File: config.mk
export PLATFORM = sky130hd
export DESIGN_NAME = tlreq_guard
export DESIGN_NICKNAME = d
export VERILOG_FILES = /design/src/rtl/tlreq_guard_pkg.sv /design/src/rtl/tlreq_legal_chk.sv /design/src/rtl/tlreq_inflight_ctr.sv /design/src/rtl/tlreq_err_slot.sv /design/src/rtl/tlreq_guard.sv
export SDC_FILE = /design/constraint.sdc
export NUM_CORES = 1
export LEC_CHECK = 0
export BUFFER_PORTS_ARGS = -buffer_cell sky130_fd_sc_hd__buf_2
export CORE_AREA = 2 2 101 103
export CTS_CLUSTER_SIZE = 16
export DETAILED_ROUTE_END_ITERATION = 8
export DIE_AREA = 0 0 103 105
export HOLD_SLACK_MARGIN = 0.03
export PLACE_DENSITY = 0.56
export SYNTH_ARGS = -nofsm -noshare
export SYNTH_HDL_FRONTEND = slang
export SYNTH_SLANG_ARGS = --single-unit
File: constraint.sdc
create_clock -name clk_i -period 4.42 [get_ports clk_i]
set_input_delay 0.884 -clock clk_i [delete_from_list [all_inputs] [get_ports clk_i]]
set_output_delay 0.884 -clock clk_i [all_outputs]
set_load 0.005 [all_outputs]
File: src/rtl/tlreq_guard_pkg.sv
// Package: opcode values and response opcode selection shared by the guard.
// Assumes the standard lightweight-bus opcode space of three bits.
package tlreq_guard_pkg;

    localparam logic [2:0] REQ_WRITE_ALL  = 3'd0;
    localparam logic [2:0] REQ_WRITE_SOME = 3'd1;
    localparam logic [2:0] REQ_READ       = 3'd4;

    localparam logic [2:0] RSP_ACK        = 3'd0;
    localparam logic [2:0] RSP_ACK_DATA   = 3'd1;

    // Response opcode that answers a request of the given kind.
    function automatic logic [2:0] rsp_op_for(input logic is_read);
        return is_read ? RSP_ACK_DATA : RSP_ACK;
    endfunction

endpackage

File: src/rtl/tlreq_legal_chk.sv
// Module: combinational legality check for one request.
// Computes the active byte lanes from the address low bits and the size,
// then applies the opcode, size, alignment, lane, full-write and optional
// contiguity rules. Assumes DW is a power of two of at least 16 bits.
module tlreq_legal_chk #(
    parameter int DW          = 32,
    parameter bit CONTIG_ONLY = 1'b1,
    localparam int LANES      = DW / 8,
    localparam int LG         = $clog2(LANES),
    localparam int SZW        = $clog2(LG + 1)
) (
    input  logic [2:0]       op_i,
    input  logic [SZW-1:0]   size_i,
    input  logic [LG-1:0]    addr_lo_i,
    input  logic [LANES-1:0] mask_i,
    output logic             legal_o
);
    import tlreq_guard_pkg::*;

    localparam int LGW = LG + 2;

    logic [LGW-1:0]   span;
    logic [LGW-1:0]   lo_ext;
    logic [LGW-1:0]   hi_ext;
    logic [LGW-1:0]   low_sel;
    logic [LANES-1:0] lane_on;
    logic             op_bad;
    logic             size_bad;
    logic             align_bad;
    logic             lane_bad;
    logic             full_bad;
    logic             gap_bad;

    // Byte count and lane window covered by the access.
    always_comb begin
        span    = LGW'(1) << size_i;
        lo_ext  = LGW'(addr_lo_i);
        hi_ext  = lo_ext + span;
        low_sel = span - LGW'(1);
    end

    // One comparator pair per byte lane marks the lanes inside the window.
    for (genvar i = 0; i < LANES; i++) begin : g_lane
        assign lane_on[i] = (LGW'(i) >= lo_ext) && (LGW'(i) < hi_ext);
    end

    // Individual rule violations.
    always_comb begin
        op_bad    = !(op_i == REQ_WRITE_ALL || op_i == REQ_WRITE_SOME || op_i == REQ_READ);
        size_bad  = size_i > SZW'(LG);
        align_bad = |(addr_lo_i & low_sel[LG-1:0]);
        lane_bad  = |(mask_i & ~lane_on);
        full_bad  = (op_i == REQ_WRITE_ALL) && ((mask_i & lane_on) != lane_on);
    end

    // Contiguity: adding the lowest set bit clears a single run of ones.
    if (CONTIG_ONLY) begin : g_contig
        logic [LANES-1:0] low_bit;
        logic [LANES-1:0] carried;
        always_comb begin
            low_bit = mask_i & (~mask_i + LANES'(1));
            carried = mask_i + low_bit;
            gap_bad = |(carried & mask_i);
        end
    end else begin : g_any_mask
        assign gap_bad = 1'b0;
    end

    // Overall verdict.
    assign legal_o = !(op_bad || size_bad || align_bad || lane_bad || full_bad || gap_bad);

endmodule

File: src/rtl/tlreq_inflight_ctr.sv
// Module: counts forwarded requests still waiting for a device response.
// Assumes the parent blocks increments at the limit and the device never
// returns a response that was not requested.
module tlreq_inflight_ctr #(
    parameter int MAX_OUT = 4,
    localparam int CW     = $clog2(MAX_OUT + 1)
) (
    input  logic clk_i,
    input  logic rst_ni,
    input  logic inc_i,
    input  logic dec_i,
    output logic idle_o,
    output logic full_o
);
    logic [CW-1:0] cnt_q;

    // Track issue and return events; both in one cycle leave the count as is.
    always_ff @(posedge clk_i) begin
        if (!rst_ni) begin
            cnt_q <= '0;
        end else begin
            case ({inc_i, dec_i})
                2'b10:   cnt_q <= cnt_q + CW'(1);
                2'b01:   cnt_q <= cnt_q - CW'(1);
                default: cnt_q <= cnt_q;
            endcase
        end
    end

    assign idle_o = (cnt_q == '0);
    assign full_o = (cnt_q == CW'(MAX_OUT));


    ctr_no_overflow_chk: assert property (@(posedge clk_i) disable iff (!rst_ni)
        full_o |-> !inc_i);


    ctr_no_underflow_chk: assert property (@(posedge clk_i) disable iff (!rst_ni)
        idle_o |-> !dec_i);

endmodule

File: src/rtl/tlreq_err_slot.sv
// Module: one-entry store for a locally generated error response.
// Holds the ID and the request kind from capture until the host takes it.
// Assumes the parent never captures while an entry is pending.
module tlreq_err_slot #(
    parameter int IDW = 8
) (
    input  logic           clk_i,
    input  logic           rst_ni,
    input  logic           capture_i,
    input  logic [IDW-1:0] cap_id_i,
    input  logic           cap_read_i,
    input  logic           take_i,
    output logic           pend_o,
    output logic [IDW-1:0] id_o,
    output logic [2:0]     op_o
);
    import tlreq_guard_pkg::*;

    logic           pend_q;
    logic [IDW-1:0] id_q;
    logic           read_q;

    // Fill on capture, empty once the host has taken the response.
    always_ff @(posedge clk_i) begin
        if (!rst_ni) begin
            pend_q <= 1'b0;
            id_q   <= '0;
            read_q <= 1'b0;
        end else if (capture_i) begin
            pend_q <= 1'b1;
            id_q   <= cap_id_i;
            read_q <= cap_read_i;
        end else if (take_i) begin
            pend_q <= 1'b0;
        end
    end

    assign pend_o = pend_q;
    assign id_o   = id_q;
    assign op_o   = rsp_op_for(read_q);


    no_capture_while_pend_chk: assert property (@(posedge clk_i) disable iff (!rst_ni)
        pend_q |-> !capture_i);


    err_hold_chk: assert property (@(posedge clk_i) disable iff (!rst_ni)
        (pend_q && !take_i) |=> (pend_q && $stable(id_q) && $stable(read_q)));

endmodule

File: src/rtl/tlreq_guard.sv
// Module: top of the request legality guard.
// Forwards legal requests combinationally and answers illegal ones locally.
// A pending error response stalls the host and waits for all forwarded
// requests to be answered. Assumes the device answers in order.
module tlreq_guard #(
    parameter int AW          = 32,
    parameter int DW          = 32,
    parameter int IDW         = 8,
    parameter int MAX_OUT     = 4,
    parameter bit CONTIG_ONLY = 1'b1,
    localparam int LANES      = DW / 8,
    localparam int LG         = $clog2(LANES),
    localparam int SZW        = $clog2(LG + 1)
) (
    input  logic             clk_i,
    input  logic             rst_ni,
    input  logic             hreq_valid_i,
    output logic             hreq_ready_o,
    input  logic [2:0]       hreq_op_i,
    input  logic [SZW-1:0]   hreq_size_i,
    input  logic [AW-1:0]    hreq_addr_i,
    input  logic [IDW-1:0]   hreq_id_i,
    input  logic [LANES-1:0] hreq_mask_i,
    input  logic [DW-1:0]    hreq_data_i,
    output logic             hrsp_valid_o,
    input  logic             hrsp_ready_i,
    output logic [2:0]       hrsp_op_o,
    output logic             hrsp_err_o,
    output logic [IDW-1:0]   hrsp_id_o,
    output logic [DW-1:0]    hrsp_data_o,
    output logic             dreq_valid_o,
    input  logic             dreq_ready_i,
    output logic [2:0]       dreq_op_o,
    output logic [SZW-1:0]   dreq_size_o,
    output logic [AW-1:0]    dreq_addr_o,
    output logic [IDW-1:0]   dreq_id_o,
    output logic [LANES-1:0] dreq_mask_o,
    output logic [DW-1:0]    dreq_data_o,
    input  logic             drsp_valid_i,
    output logic             drsp_ready_o,
    input  logic [2:0]       drsp_op_i,
    input  logic             drsp_err_i,
    input  logic [IDW-1:0]   drsp_id_i,
    input  logic [DW-1:0]    drsp_data_i
);
    import tlreq_guard_pkg::*;

    logic           legal;
    logic           idle;
    logic           full;
    logic           err_pend;
    logic [IDW-1:0] err_id;
    logic [2:0]     err_op;
    logic           err_show;
    logic           capture;
    logic           take;
    logic           inc;
    logic           dec;

    tlreq_legal_chk #(
        .DW          (DW),
        .CONTIG_ONLY (CONTIG_ONLY)
    ) legal_i (
        .op_i      (hreq_op_i),
        .size_i    (hreq_size_i),
        .addr_lo_i (hreq_addr_i[LG-1:0]),
        .mask_i    (hreq_mask_i),
        .legal_o   (legal)
    );

    tlreq_inflight_ctr #(
        .MAX_OUT (MAX_OUT)
    ) ctr_i (
        .clk_i  (clk_i),
        .rst_ni (rst_ni),
        .inc_i  (inc),
        .dec_i  (dec),
        .idle_o (idle),
        .full_o (full)
    );

    tlreq_err_slot #(
        .IDW (IDW)
    ) slot_i (
        .clk_i      (clk_i),
        .rst_ni     (rst_ni),
        .capture_i  (capture),
        .cap_id_i   (hreq_id_i),
        .cap_read_i (hreq_op_i == REQ_READ),
        .take_i     (take),
        .pend_o     (err_pend),
        .id_o       (err_id),
        .op_o       (err_op)
    );

    // Request side: forward legal requests, absorb illegal ones.
    always_comb begin
        dreq_valid_o = hreq_valid_i && legal && !err_pend && !full;
        if (err_pend)   hreq_ready_o = 1'b0;
        else if (legal) hreq_ready_o = !full && dreq_ready_i;
        else            hreq_ready_o = 1'b1;
        capture = hreq_valid_i && hreq_ready_o && !legal;
        inc     = dreq_valid_o && dreq_ready_i;
    end

    assign dreq_op_o   = hreq_op_i;
    assign dreq_size_o = hreq_size_i;
    assign dreq_addr_o = hreq_addr_i;
    assign dreq_id_o   = hreq_id_i;
    assign dreq_mask_o = hreq_mask_i;
    assign dreq_data_o = hreq_data_i;

    // Response side: the local error waits until the device side is drained.
    always_comb begin
        err_show     = err_pend && idle;
        hrsp_valid_o = err_show || drsp_valid_i;
        hrsp_op_o    = err_show ? err_op : drsp_op_i;
        hrsp_err_o   = err_show ? 1'b1 : drsp_err_i;
        hrsp_id_o    = err_show ? err_id : drsp_id_i;
        hrsp_data_o  = err_show ? '0 : drsp_data_i;
        drsp_ready_o = !err_show && hrsp_ready_i;
        take         = err_show && hrsp_ready_i;
        dec          = drsp_valid_i && drsp_ready_o;
    end


    block_while_pend_chk: assert property (@(posedge clk_i) disable iff (!rst_ni)
        err_pend |-> !hreq_ready_o);


    err_follows_capture_chk: assert property (@(posedge clk_i) disable iff (!rst_ni)
        (hreq_valid_i && hreq_ready_o && !legal) |=> err_pend);


    fwd_ready_chk: assert property (@(posedge clk_i) disable iff (!rst_ni)
        dreq_valid_o |-> (hreq_ready_o == dreq_ready_i));


    rsp_passthru_chk: assert property (@(posedge clk_i) disable iff (!rst_ni)
        (drsp_valid_i && drsp_ready_o) |-> (hrsp_valid_o && hrsp_id_o == drsp_id_i
                                            && hrsp_err_o == drsp_err_i));

endmodule

=== Word level (Yosys, flattened, before mapping) ===
Cells that the tools add are included.

* Equality and inequality tests: 6
* Add/sub/neg operators: 6
* Reductions and logical operators: 36
* Muxes and demuxes: 10
* $lt $le $gt $ge: 9
* Shifts and indexed selects: 1
* Bitwise operators: 7

{| class="wikitable"
|+ Operator list
! operator !! number
|-
| $mux W32 || 1
|-
| $and A4 B4 Y4 || 4
|-
| $logic_and A1 B1 Y1 || 16
|-
| $logic_or A1 B1 Y1 || 8
|-
| $lt A1 B4 Y1 const A || 2
|-
| $lt A2 B4 Y1 const A || 2
|-
| $mux W8 || 1
|-
| $not A4 Y4 || 2
|-
| $reduce_or A4 Y1 || 2
|-
| $eq A3 B3 Y1 const B || 2
|-
| $logic_not A3 Y1 || 2
|-
| $mux W1 || 6
|-
| $pmux W3 S2 || 1
|-
| $logic_not A1 Y1 || 5
|-
| $add A2 B4 Y4 || 1
|-
| $add A4 B1 Y4 const B || 1
|-
| $add A4 B4 Y4 || 1
|-
| $ge A1 B2 Y1 const A || 2
|-
| $ge A2 B2 Y1 const A || 2
|-
| $ne A4 B4 Y1 || 1
|-
| $reduce_bool A2 Y1 || 2
|-
| $shl A1 B2 Y4 const A || 1
|-
| $add A3 B1 Y3 const B || 1
|-
| $eq A3 B1 Y1 const B || 1
|-
| 8 further kinds || 8
|}

* Flip-flop bits (word level): 13
* Output and inout port bits: 129

=== Depth between registers and ports, before layout ===
Gate-level depths: netlist of run 1.

* Depth in word-level cells: 17
* Mapped depth: 15
* Gate-level depth less buffers: 15

=== Hierarchy ===
Synthesis of run 1 repeated with hierarchy kept, for this count alone.

* Cell total of the unflattened synthesis: 234
* Area, all modules: 1979.4 um2

{| class="wikitable"
|+ Modules (own cells, without submodules)
! module !! sequential area each (um2) !! instances !! cells an instance !! area each (um2)
|-
| tlreq_guard || 0.0 || 1 || 141 || 1112.3
|-
| tlreq_err_slot || 200.2 || 1 || 35 || 397.9
|-
| tlreq_legal_chk || 0.0 || 1 || 38 || 292.8
|-
| tlreq_inflight_ctr || 60.1 || 1 || 20 || 176.4
|}

=== Worst setup path after synthesis of run 1 ===
OpenSTA, ideal clock, no wires.

* Path type: input -> register
* Start point: in hreq_size_i[0]
* End point: reg ctr_i.cnt_q[2]
* Buffers on the path: 0
* Library setup time: 0.076 ns
* Data arrival time: 3.506 ns
* Required time: 4.344 ns
* Slack: 0.839 ns
* Stages: 15
* Cell sequence: nor2_1 ha_1 fa_1 nand2_1 a22oi_1 a21boi_0 o21bai_2 nor4b_2 nand2_1 ha_1 inv_1 fa_1 xor2_1 or3_1 a21boi_0

* Longest elaborated chain between the ends: 17
* Elaborated cells between the ends (all ways): 34
* Those cells by class: add/sub (2); order compare (5); eq/ne (3); shift (1); mux (1); bitwise (4); reduce/logical (18)

{| class="wikitable"
|+ Ends and longest elaborated chain
! element !! RTL line !! text
|-
| start, declared || tlreq_guard.sv:20 || <nowiki>input logic [SZW-1:0] hreq_size_i,</nowiki>
|-
| $shl A1 B2 Y4 || tlreq_legal_chk.sv:36 || <nowiki>span = LGW'(1) << size_i;</nowiki>
|-
| $add A2 B4 Y4 || tlreq_legal_chk.sv:38 || <nowiki>hi_ext = lo_ext + span;</nowiki>
|-
| $lt A1 B4 Y1 or $lt A2 B4 Y1 (tied branches) || tlreq_legal_chk.sv:44 || <nowiki>assign lane_on[i] = (LGW'(i) >= lo_ext) && (LGW'(i) < hi_ext);</nowiki>
|-
| $logic_and A1 B1 Y1 || tlreq_legal_chk.sv:44 ||
|-
| $not A4 Y4 || tlreq_legal_chk.sv:52 || <nowiki>lane_bad = |(mask_i & ~lane_on);</nowiki>
|-
| $and A4 B4 Y4 || tlreq_legal_chk.sv:52 ||
|-
| $reduce_or A4 Y1 || tlreq_legal_chk.sv:52 ||
|-
| $logic_or A1 B1 Y1 || tlreq_legal_chk.sv:70 || <nowiki>assign legal_o = !(op_bad || size_bad || align_bad || lane_bad || full_bad || gap_bad);</nowiki>
|-
| $logic_or A1 B1 Y1 (*) (2 in a row) || tlreq_legal_chk.sv:70 ||
|-
| $logic_not A1 Y1 (*) || tlreq_legal_chk.sv:70 ||
|-
| $logic_and A1 B1 Y1 (*) (3 in a row) || tlreq_guard.sv:98 || <nowiki>dreq_valid_o = hreq_valid_i && legal && !err_pend && !full;</nowiki>
|-
| net dreq_valid_o || tlreq_guard.sv:31 || <nowiki>output logic dreq_valid_o,</nowiki>
|-
| $logic_and A1 B1 Y1 (*) || tlreq_guard.sv:103 || <nowiki>inc = dreq_valid_o && dreq_ready_i;</nowiki>
|-
| $eq A2 B1 Y1 or $eq A2 B2 Y1 (tied branches) || tlreq_inflight_ctr.sv:22 || <nowiki>case ({inc_i, dec_i})</nowiki>
|-
| $pmux W3 S2 or $reduce_bool A2 Y1 (tied branches) || - ||
|-
| end signal, assigned || tlreq_inflight_ctr.sv:23 || <nowiki>2'b10: cnt_q <= cnt_q + CW'(1);</nowiki>
|-
| end signal, assigned || tlreq_inflight_ctr.sv:24 || <nowiki>2'b01: cnt_q <= cnt_q - CW'(1);</nowiki>
|-
| end signal, assigned || tlreq_inflight_ctr.sv:25 || <nowiki>default: cnt_q <= cnt_q;</nowiki>
|-
| end, declared || tlreq_inflight_ctr.sv:15 || <nowiki>logic [CW-1:0] cnt_q;</nowiki>
|}

Mark *: on every way through the listed nets, which the timed path passes. The rest lies on a longest branch.
A chain may end at the register's enable or synchronous reset.

=== Worst setup path in the final report of run 1 ===
* Start point: in hreq_size_i[1]
* End point: out dreq_valid_o

* Longest elaborated chain between the ends: 14
* Elaborated cells between the ends (all ways): 29
* Those cells by class: add/sub (2); order compare (5); eq/ne (1); shift (1); bitwise (4); reduce/logical (16)

{| class="wikitable"
|+ Ends and longest elaborated chain
! element !! RTL line
|-
| $shl A1 B2 Y4 || tlreq_legal_chk.sv:36
|-
| $add A2 B4 Y4 || tlreq_legal_chk.sv:38
|-
| $lt A1 B4 Y1 or $lt A2 B4 Y1 (tied branches) || tlreq_legal_chk.sv:44
|-
| $logic_and A1 B1 Y1 || tlreq_legal_chk.sv:44
|-
| $not A4 Y4 || tlreq_legal_chk.sv:52
|-
| $and A4 B4 Y4 || tlreq_legal_chk.sv:52
|-
| $reduce_or A4 Y1 || tlreq_legal_chk.sv:52
|-
| $logic_or A1 B1 Y1 || tlreq_legal_chk.sv:70
|-
| $logic_or A1 B1 Y1 (*) (2 in a row) || tlreq_legal_chk.sv:70
|-
| $logic_not A1 Y1 (*) || tlreq_legal_chk.sv:70
|-
| $logic_and A1 B1 Y1 (*) (3 in a row) || tlreq_guard.sv:98
|-
| end, declared || tlreq_guard.sv:31
|}

Mark *: on every way between the ends. The rest lies on a longest branch, timed or not.

==> impl_metrics.csv, run 1 <==
group,metric,value,unit
worst_setup_path,crit_start,"hreq_size_i[1]",
yosys,ys_seq_elements,13,
final_layout,fin_nets,427,
worst_setup_path,arrival,2.93,ns
timing,setup_viol,0,
power,powerDensity,210,nW/um^2
clocking,numCtsBuffers,3,
drt,drt_wl_total,5010,um
power,comb_power_share,44.5,%
floorplanning,start_util,19.2,%
yosys,syn_nets,375,
timing,fmax,262,MHz
power,cellLeakagePower,1.04,nW
global_routing,antenna_found_initial,0,
hold_path,hold_path.startpoint,"slot_i.id_o[7]",
yosys,syn_area_per_cell,7.79,sq um
timing,fin_tns_setup,0,ns
drt,highest_layer,"met4",
floorplanning,dieWidth,103,um
global_routing,grt_pass1_wl,7760,um
hold_path,min_to,"slot_i.id_o[7]",
drt,drt_iter0_markers,51,
power,p_switching,0.000151,W
power,power_frac_seq,29.7,%
worst_setup_path,r2r-start,"slot_i.pend_o",
worst_setup_path,worstPathRequired,3.54,ns
timing,finalCriticalPeriod,3.82,ns
global_routing,grt_pass1_vias,1614,
global_routing,gr-total-overflow,0,
drt,wl_met1,1740,um
yosys,netlist.top_cell.by_area,"buf_4",
yosys,postSynthCellCount,238,
placed_design,placedCellCount,418,
outcome,status,"completed",
yosys,ys_warn_count,0,
clocking,postCtsHoldBufs,0,
timing,skew,0.00126,ns
final_layout,postLayoutCoreUtil,21.9,%
drt,vias_per_cell,3.91,
drt,met3WireLength,623,um
drt,dr.pass1.iters,4,
yosys,yosys-top-cells-area,"buf_4 (33%), dfxtp_1 (14%), nor2b_1 (13%)",
placed_design,place_congestion,0.801,
final_layout,antennaDiodeCount,0,
yosys,ys_seq_area_share,14.0,%
clocking,cts.reportedPaths.clkPinSlew,0.07,ns
timing,period_share,86.4,%
worst_setup_path,rrSetupSlack,1.90,ns
global_routing,grt_max_degree,48,
clocking,h-tree-depth,1,
final_layout,drive_above_1_share,53.6,%
timing,rsz0062_at_grt,"false",
drt,routed-via-count,1650,
drt,post_drt_wl_per_cell,11.9,um
timing,finalMaxSlewViolations,0,
power,p_clk_share,25.8,%
worst_setup_path,startpoint_type,"input port",
worst_setup_path,crit_path_end_kind,"output pin",
yosys,synthDistinctLibCells,37,
placed_design,place_ws,0.417,ns
clocking,insertion_delay,0.25,ns
final_layout,num-fill-cells,1113,
worst_setup_path,r2r-end,"ctr_i.cnt_q[2]",
final_layout,areaGrowthSynthToFinish,13.7,%
clocking,ctsResizeCount,0,
worst_setup_path,crit_fanout,7,
clocking,cts-root-buf,"clkbuf_8",
yosys,yosysTopAreaCellShare,32.8,%
timing,relSlewSlack,54.8,%
clocking,cts_sinks,13,
final_layout,fin_cells,422,
power,ir_worst_vdd,0.111,mV
hold_path,hold_class,"register to register",
floorplanning,die_y,105,um
floorplanning,row_count,36,
drt,drc,0,
placed_design,portBuffers,135,
timing,layout_setup_ws,0.602,ns
timing,hold_violations,0,
floorplanning,io_pins,260,
global_routing,track_usage,8.97,%
clocking,tritoncts,"done",
flow_run,drv_cap,0,
clocking,cts_setup_buffers,0,
hold_path,hold_depth,2,
timing,worst_pin_slew,0.678,ns
floorplanning,die-area,10800,sq um
drt,ant_nets,0,
yosys,synth_area,1850,sq um
placed_design,dp_hpwl,4140,um
floorplanning,coreArea,9640,sq um
power,sw_frac_of_total,34.0,%
worst_setup_path,rr_worst_depth,10,
worst_setup_path,crit_type,"input port to output pin",
drt,met2_length,2430,um
clocking,clock_path_buffers,2,
power,internal_power,0.000293,W
[stage by stage]
stage | total power (W) | hold slack (ns) | area (sq um)
floorplan | 0.000290 | 0.431 | 1850
global placement | 0.000333 | 0.440 | 2060
detailed placement | 0.000336 | 0.447 | 2060
CTS | 0.000453 | 0.461 | 2110
global route | 0.000481 | 0.493 | 2110
finish | 0.000443 | 0.457 | 2110
[cell families after synthesis]
family / synth area share, %
compound gates: 8.58
mux: 10.3
buf+inv: 35.9
xor+xnor: 0.945
simple gates: 25.3
flops: 14.0
fa+ha+maj: 4.86
[how the worst max path moves through the flow]
stage	endpoint	slack, ns	cells after the start
after floorplan	ctr_i.cnt_q[2]	0.84	15
after global routing	ctr_i.cnt_q[2]	0.46	16
after CTS	dreq_valid_o	0.59	10
after detailed placement	ctr_i.cnt_q[2]	0.42	16
after global placement	ctr_i.cnt_q[2]	0.61	16
final	dreq_valid_o	0.60	10
[synth_stat cells (all sizes together)]
cell     instances
a211oi           2
a21boi           3
a21oi            2
a22oi            1
and2             3
and4bb           1
buf             83
clkbuf           6
dfxtp           13
fa               2
ha               4
inv              5
mux2             9
mux2i            9
nand2           23
nand2b           2
nand3            4
nor2             5
nor2b           39
nor3             2
nor4b            2
o2111a           2
o2111ai          2
o21a             1
o21ai            5
o21ba            1
o21bai           1
o22ai            1
or2              2
or3              1
xnor2            1
xor2             1
[routing by layer]
metal  track usage [%]  vias up
li1                  -      793
met2              15.4      112
met1              9.48      715
met5                 0        -
met4              4.14        0
met3              3.48       30
[sequential cells by signal, summed over array words and instances (netlist names)]
signal         flops
ctr_i.cnt_q        3
slot_i.id_o        8
slot_i.pend_o      1
slot_i.read_q      1
[cell type report]
cell class	instances	area (sq um)	area share, %
multi-input combinational	131	933	44.3
timing repair buffer	136	683	32.4
sequential	13	260	12.4
tap	133	166	7.90
inverter	5	18.8	0.891
clock buffer	4	45.0	2.14
[power by group through the flow]
stage | clock [W] | combinational (W) | sequential (W)
2_1_floorplan | 0 | 0.000158 | 0.000132
3_3_place_gp | 0 | 0.000199 | 0.000134
3_5_place_dp | 0 | 0.000202 | 0.000134
4_1_cts | 0.000119 | 0.000203 | 0.000132
5_1_grt | 0.000125 | 0.000223 | 0.000133
6_report | 0.000115 | 0.000197 | 0.000132
[critical path, cell delays in order]
cell and delay, ns:
buf_2 0.13, nor2_1 0.07, ha_1 0.21, fa_1 0.54, nand2_1 0.08, a22oi_1 0.21, a21boi_0 0.11, o21bai_2 0.22
nor4b_2 0.32, buf_2 0.17
[placed cells by master, fill, tap and decap left out, types with 5 or more instances in the layout]
cell type and count:
mux2i_1 9, nor2_1 5, buf_2 135, dfxtp_1 13
nand2_1 23, mux2_2 9, nor2b_1 39, inv_1 5
(Power assumes the default switching activity.)
==> inputs of run 2 (changes only) <==
--- a/config.mk
+++ b/config.mk
@@ -5,13 +5,14 @@
 export SDC_FILE = /design/constraint.sdc
 export NUM_CORES = 1
 export LEC_CHECK = 0
+export ABC_AREA = 1
 export BUFFER_PORTS_ARGS = -buffer_cell sky130_fd_sc_hd__buf_2
-export CORE_AREA = 2 2 101 103
+export CORE_AREA = 2 2 100 102
 export CTS_CLUSTER_SIZE = 16
 export DETAILED_ROUTE_END_ITERATION = 8
-export DIE_AREA = 0 0 103 105
+export DIE_AREA = 0 0 102 104
 export HOLD_SLACK_MARGIN = 0.03
-export PLACE_DENSITY = 0.56
+export PLACE_DENSITY = 0.58
 export SYNTH_ARGS = -nofsm -noshare
 export SYNTH_HDL_FRONTEND = slang
 export SYNTH_SLANG_ARGS = --single-unit
==> run 2 against run 1 <==
Against the previous run: worst setup slack improved by 0.30 ns; wire length increased by 36%; cell count up 23%; clock power shrank 7%; critical path type unchanged; worst hold slack better by 0.021 ns; non-clock buffer count increased by 1; via count rose by 22%; largest power group unchanged; count of clock-buffer cells in the layout unchanged.
==> impl_metrics.csv, run 2 <==
group,metric,value,unit
drt,routed-via-count,2007,
final_layout,most-common-layout-cells,"buf_2 (135), inv_1 (61), nand2_1 (58)",
clocking,cts-root-buf,"clkbuf_8",
power,powerDensity,204,nW/um^2
yosys,ys_seq_area_share,13.1,%
clocking,cts_sinks,13,
global_routing,grt_max_degree,47,
power,p_switching,0.000165,W
floorplanning,dieWidth,102,um
placed_design,place_congestion,0.763,
floorplanning,die-area,10600,sq um
final_layout,num-fill-cells,1158,
floorplanning,coreArea,9550,sq um
yosys,synthTopCellsByCount,"buf_4 (81), inv_1 (61), nand2_1 (58), nor2_1 (54), a21oi_1 (16)",
worst_setup_path,worstSetupPathDepth,17,
clocking,clock_path_buffers,2,
yosys,netlist.top_cell.by_area,"buf_4",
yosys,ys_warn_count,0,
placed_design,portBuffers,135,
worst_setup_path,crit_buf_inv,3,
timing,worst_pin_slew,0.730,ns
final_layout,multiInputGateArea,810,sq um
final_layout,final_common_cell,"buf_2",
global_routing,grt_pass1_vias,1908,
outcome,status,"completed",
global_routing,grt_pass1_wl,9710,um
floorplanning,die_y,104,um
clocking,cts_setup_buffers,0,
drt,vias_per_cell,3.87,
final_layout,regArea,260,sq um
timing,finalMaxSlewViolations,0,
hold_path,hold_class,"register to register",
yosys,yosys-top-cells-area,"buf_4 (31%), dfxtp_1 (13%), inv_1 (12%)",
worst_setup_path,crit_fanout,5,
worst_setup_path,crit_family,"simple AND/OR/NAND/NOR gates",
timing,fin_tns_setup,0,ns
clocking,ctsResizeCount,0,
clocking,numCtsBuffers,3,
yosys,synthFlopType,"dfxtp_1",
global_routing,gr-total-overflow,0,
drt,dr.pass1.iters,4,
power,p_clk_share,23.7,%
final_layout,areaGrowthSynthToFinish,11.2,%
floorplanning,start_util,20.8,%
yosys,syn_area_per_cell,5.91,sq um
timing,relSlewSlack,51.2,%
worst_setup_path,slowest_delay,0.37,ns
floorplanning,row_count,36,
timing,hold_violations,0,
yosys,async_flop_share,0,%
final_layout,antennaDiodeCount,0,
timing,fmax,285,MHz
yosys,syn_nets,473,
clocking,insertion_delay,0.24,ns
floorplanning,io_pins,260,
timing,period_share,79.5,%
power,sw_frac_of_total,36.7,%
final_layout,fin_nets,524,
final_layout,drive_above_1_share,40.7,%
yosys,synth-edff-count,0,
worst_setup_path,arrival,2.63,ns
flow_run,drv_cap,0,
drt,post_drt_wl_per_cell,13.2,um
drt,drt_wl_total,6830,um
timing,finalCriticalPeriod,3.51,ns
placed_design,place_ws,0.794,ns
global_routing,track_usage,11.5,%
timing,skew,0.00440,ns
clocking,postCtsHoldBufs,0,
yosys,yosysTopAreaCellShare,30.6,%
power,internal_power,0.000285,W
timing,rsz0062_at_grt,"false",
drt,ant_nets,0,
drt,drt_iter0_markers,56,
worst_setup_path,startpoint_type,"input port",
worst_setup_path,slowest_stage,"fa_1",
power,comb_power_share,46.5,%
placed_design,dp_hpwl,6000,um
final_layout,postLayoutCoreUtil,23.1,%
hold_path,hold_depth,2,
final_layout,largest_register_ffs,8,
worst_setup_path,crit_type,"input port to output pin",
worst_setup_path,worstPathCellList,"buf_2 -> nor2_1 -> ha_1 -> fa_1 -> inv_1 -> nor2_1 -> nand3_2 -> nand2_2 -> nand2_2 -> nand2_1 -> nand2_1 -> nand2_1 -> nor2_1 -> nand2_2 -> a21oi_1 -> nor2_1 -> buf_2",
power,ir_worst_vdd,0.0750,mV
yosys,ys_seq_elements,13,
power,cellLeakagePower,1.39,nW
worst_setup_path,rr_worst_depth,11,
yosys,synthDistinctLibCells,22,
worst_setup_path,worstPathRequired,3.54,ns
yosys,yosysMostFrequentCell,"buf_4",
global_routing,antenna_found_initial,0,
power,power_frac_seq,29.8,%
yosys,synth_area,1990,sq um
timing,layout_setup_ws,0.906,ns
drt,drc,0,
worst_setup_path,cp_common_cell,"nor2_1",
timing,setup_viol,0,
timing,hold_ws,0.478,ns
yosys,postSynthCellCount,336,
clocking,cts.reportedPaths.clkPinSlew,0.05,ns
worst_setup_path,crit_path_end_kind,"output pin",
clocking,h-tree-depth,1,
clocking,tritoncts,"done",
==> run 2: logic make-up (layout without fill, tap and decap cells) <==
logic type                 after synthesis  count (layout)  synth area share, %
and+or+nand+nor                        139             139                 30.1
AOI/OAI and AO/OA                       24              24                 6.18
adders and majority gates                6               6                 4.54
buffers and inverters                  154             204                 46.1
DFF                                     13              13                 13.1
==> run 2: stage by stage <==
step | instances | power, W | instance area [sq um]
3_3_place_gp | 515 | 0.000347 | 2160
2_1_floorplan | 336 | 0.000301 | 1990
3_5_place_dp | 515 | 0.000349 | 2160
6_report | 519 | 0.000450 | 2210
4_1_cts | 519 | 0.000459 | 2210
5_1_grt | 519 | 0.000487 | 2210
==> run 2: area by class of cell <==
| class | count | share of cell area [%] |
|---|---|---|
| Clock buffer | 4 | 2.04 |
| Inverter | 63 | 10.7 |
| Multi-Input combinational cell | 169 | 36.7 |
| Sequential cell | 13 | 11.8 |
| Tap cell | 133 | 7.54 |
| Timing Repair Buffer | 137 | 31.3 |
==> run 2: final timing paths <==
check	to	start	slack, ns
max	hreq_ready_o	hreq_size_i[0]	0.91
min	slot_i.id_o[2]	slot_i.id_o[2]	0.48
min reg2reg	slot_i.id_o[2]	slot_i.id_o[2]	0.48
max reg2reg	ctr_i.cnt_q[2]	ctr_i.cnt_q[0]	1.64
==> run 2: power groups by stage <==
stage	registers, W	logic, W	clock network (W)
floorplan	0.000135	0.000166	0
global route	0.000135	0.000236	0.000116
global placement	0.000136	0.000211	0
detailed placement	0.000137	0.000213	0
finish	0.000134	0.000209	0.000107
CTS	0.000134	0.000214	0.000111
==> run 2: worst min-delay path: stages (launching register included) <==
cell and delay (ns):
dfxtp_1 0.32, a21oi_1 0.04, nor2_1 0.08
==> run 2: routing by layer <==
metal  share of wire [%]  GRT usage, %
met1                  37          12.6
met2                  48          19.7
met3                  12          4.10
met4                 3.1          4.95
met5                   0             0
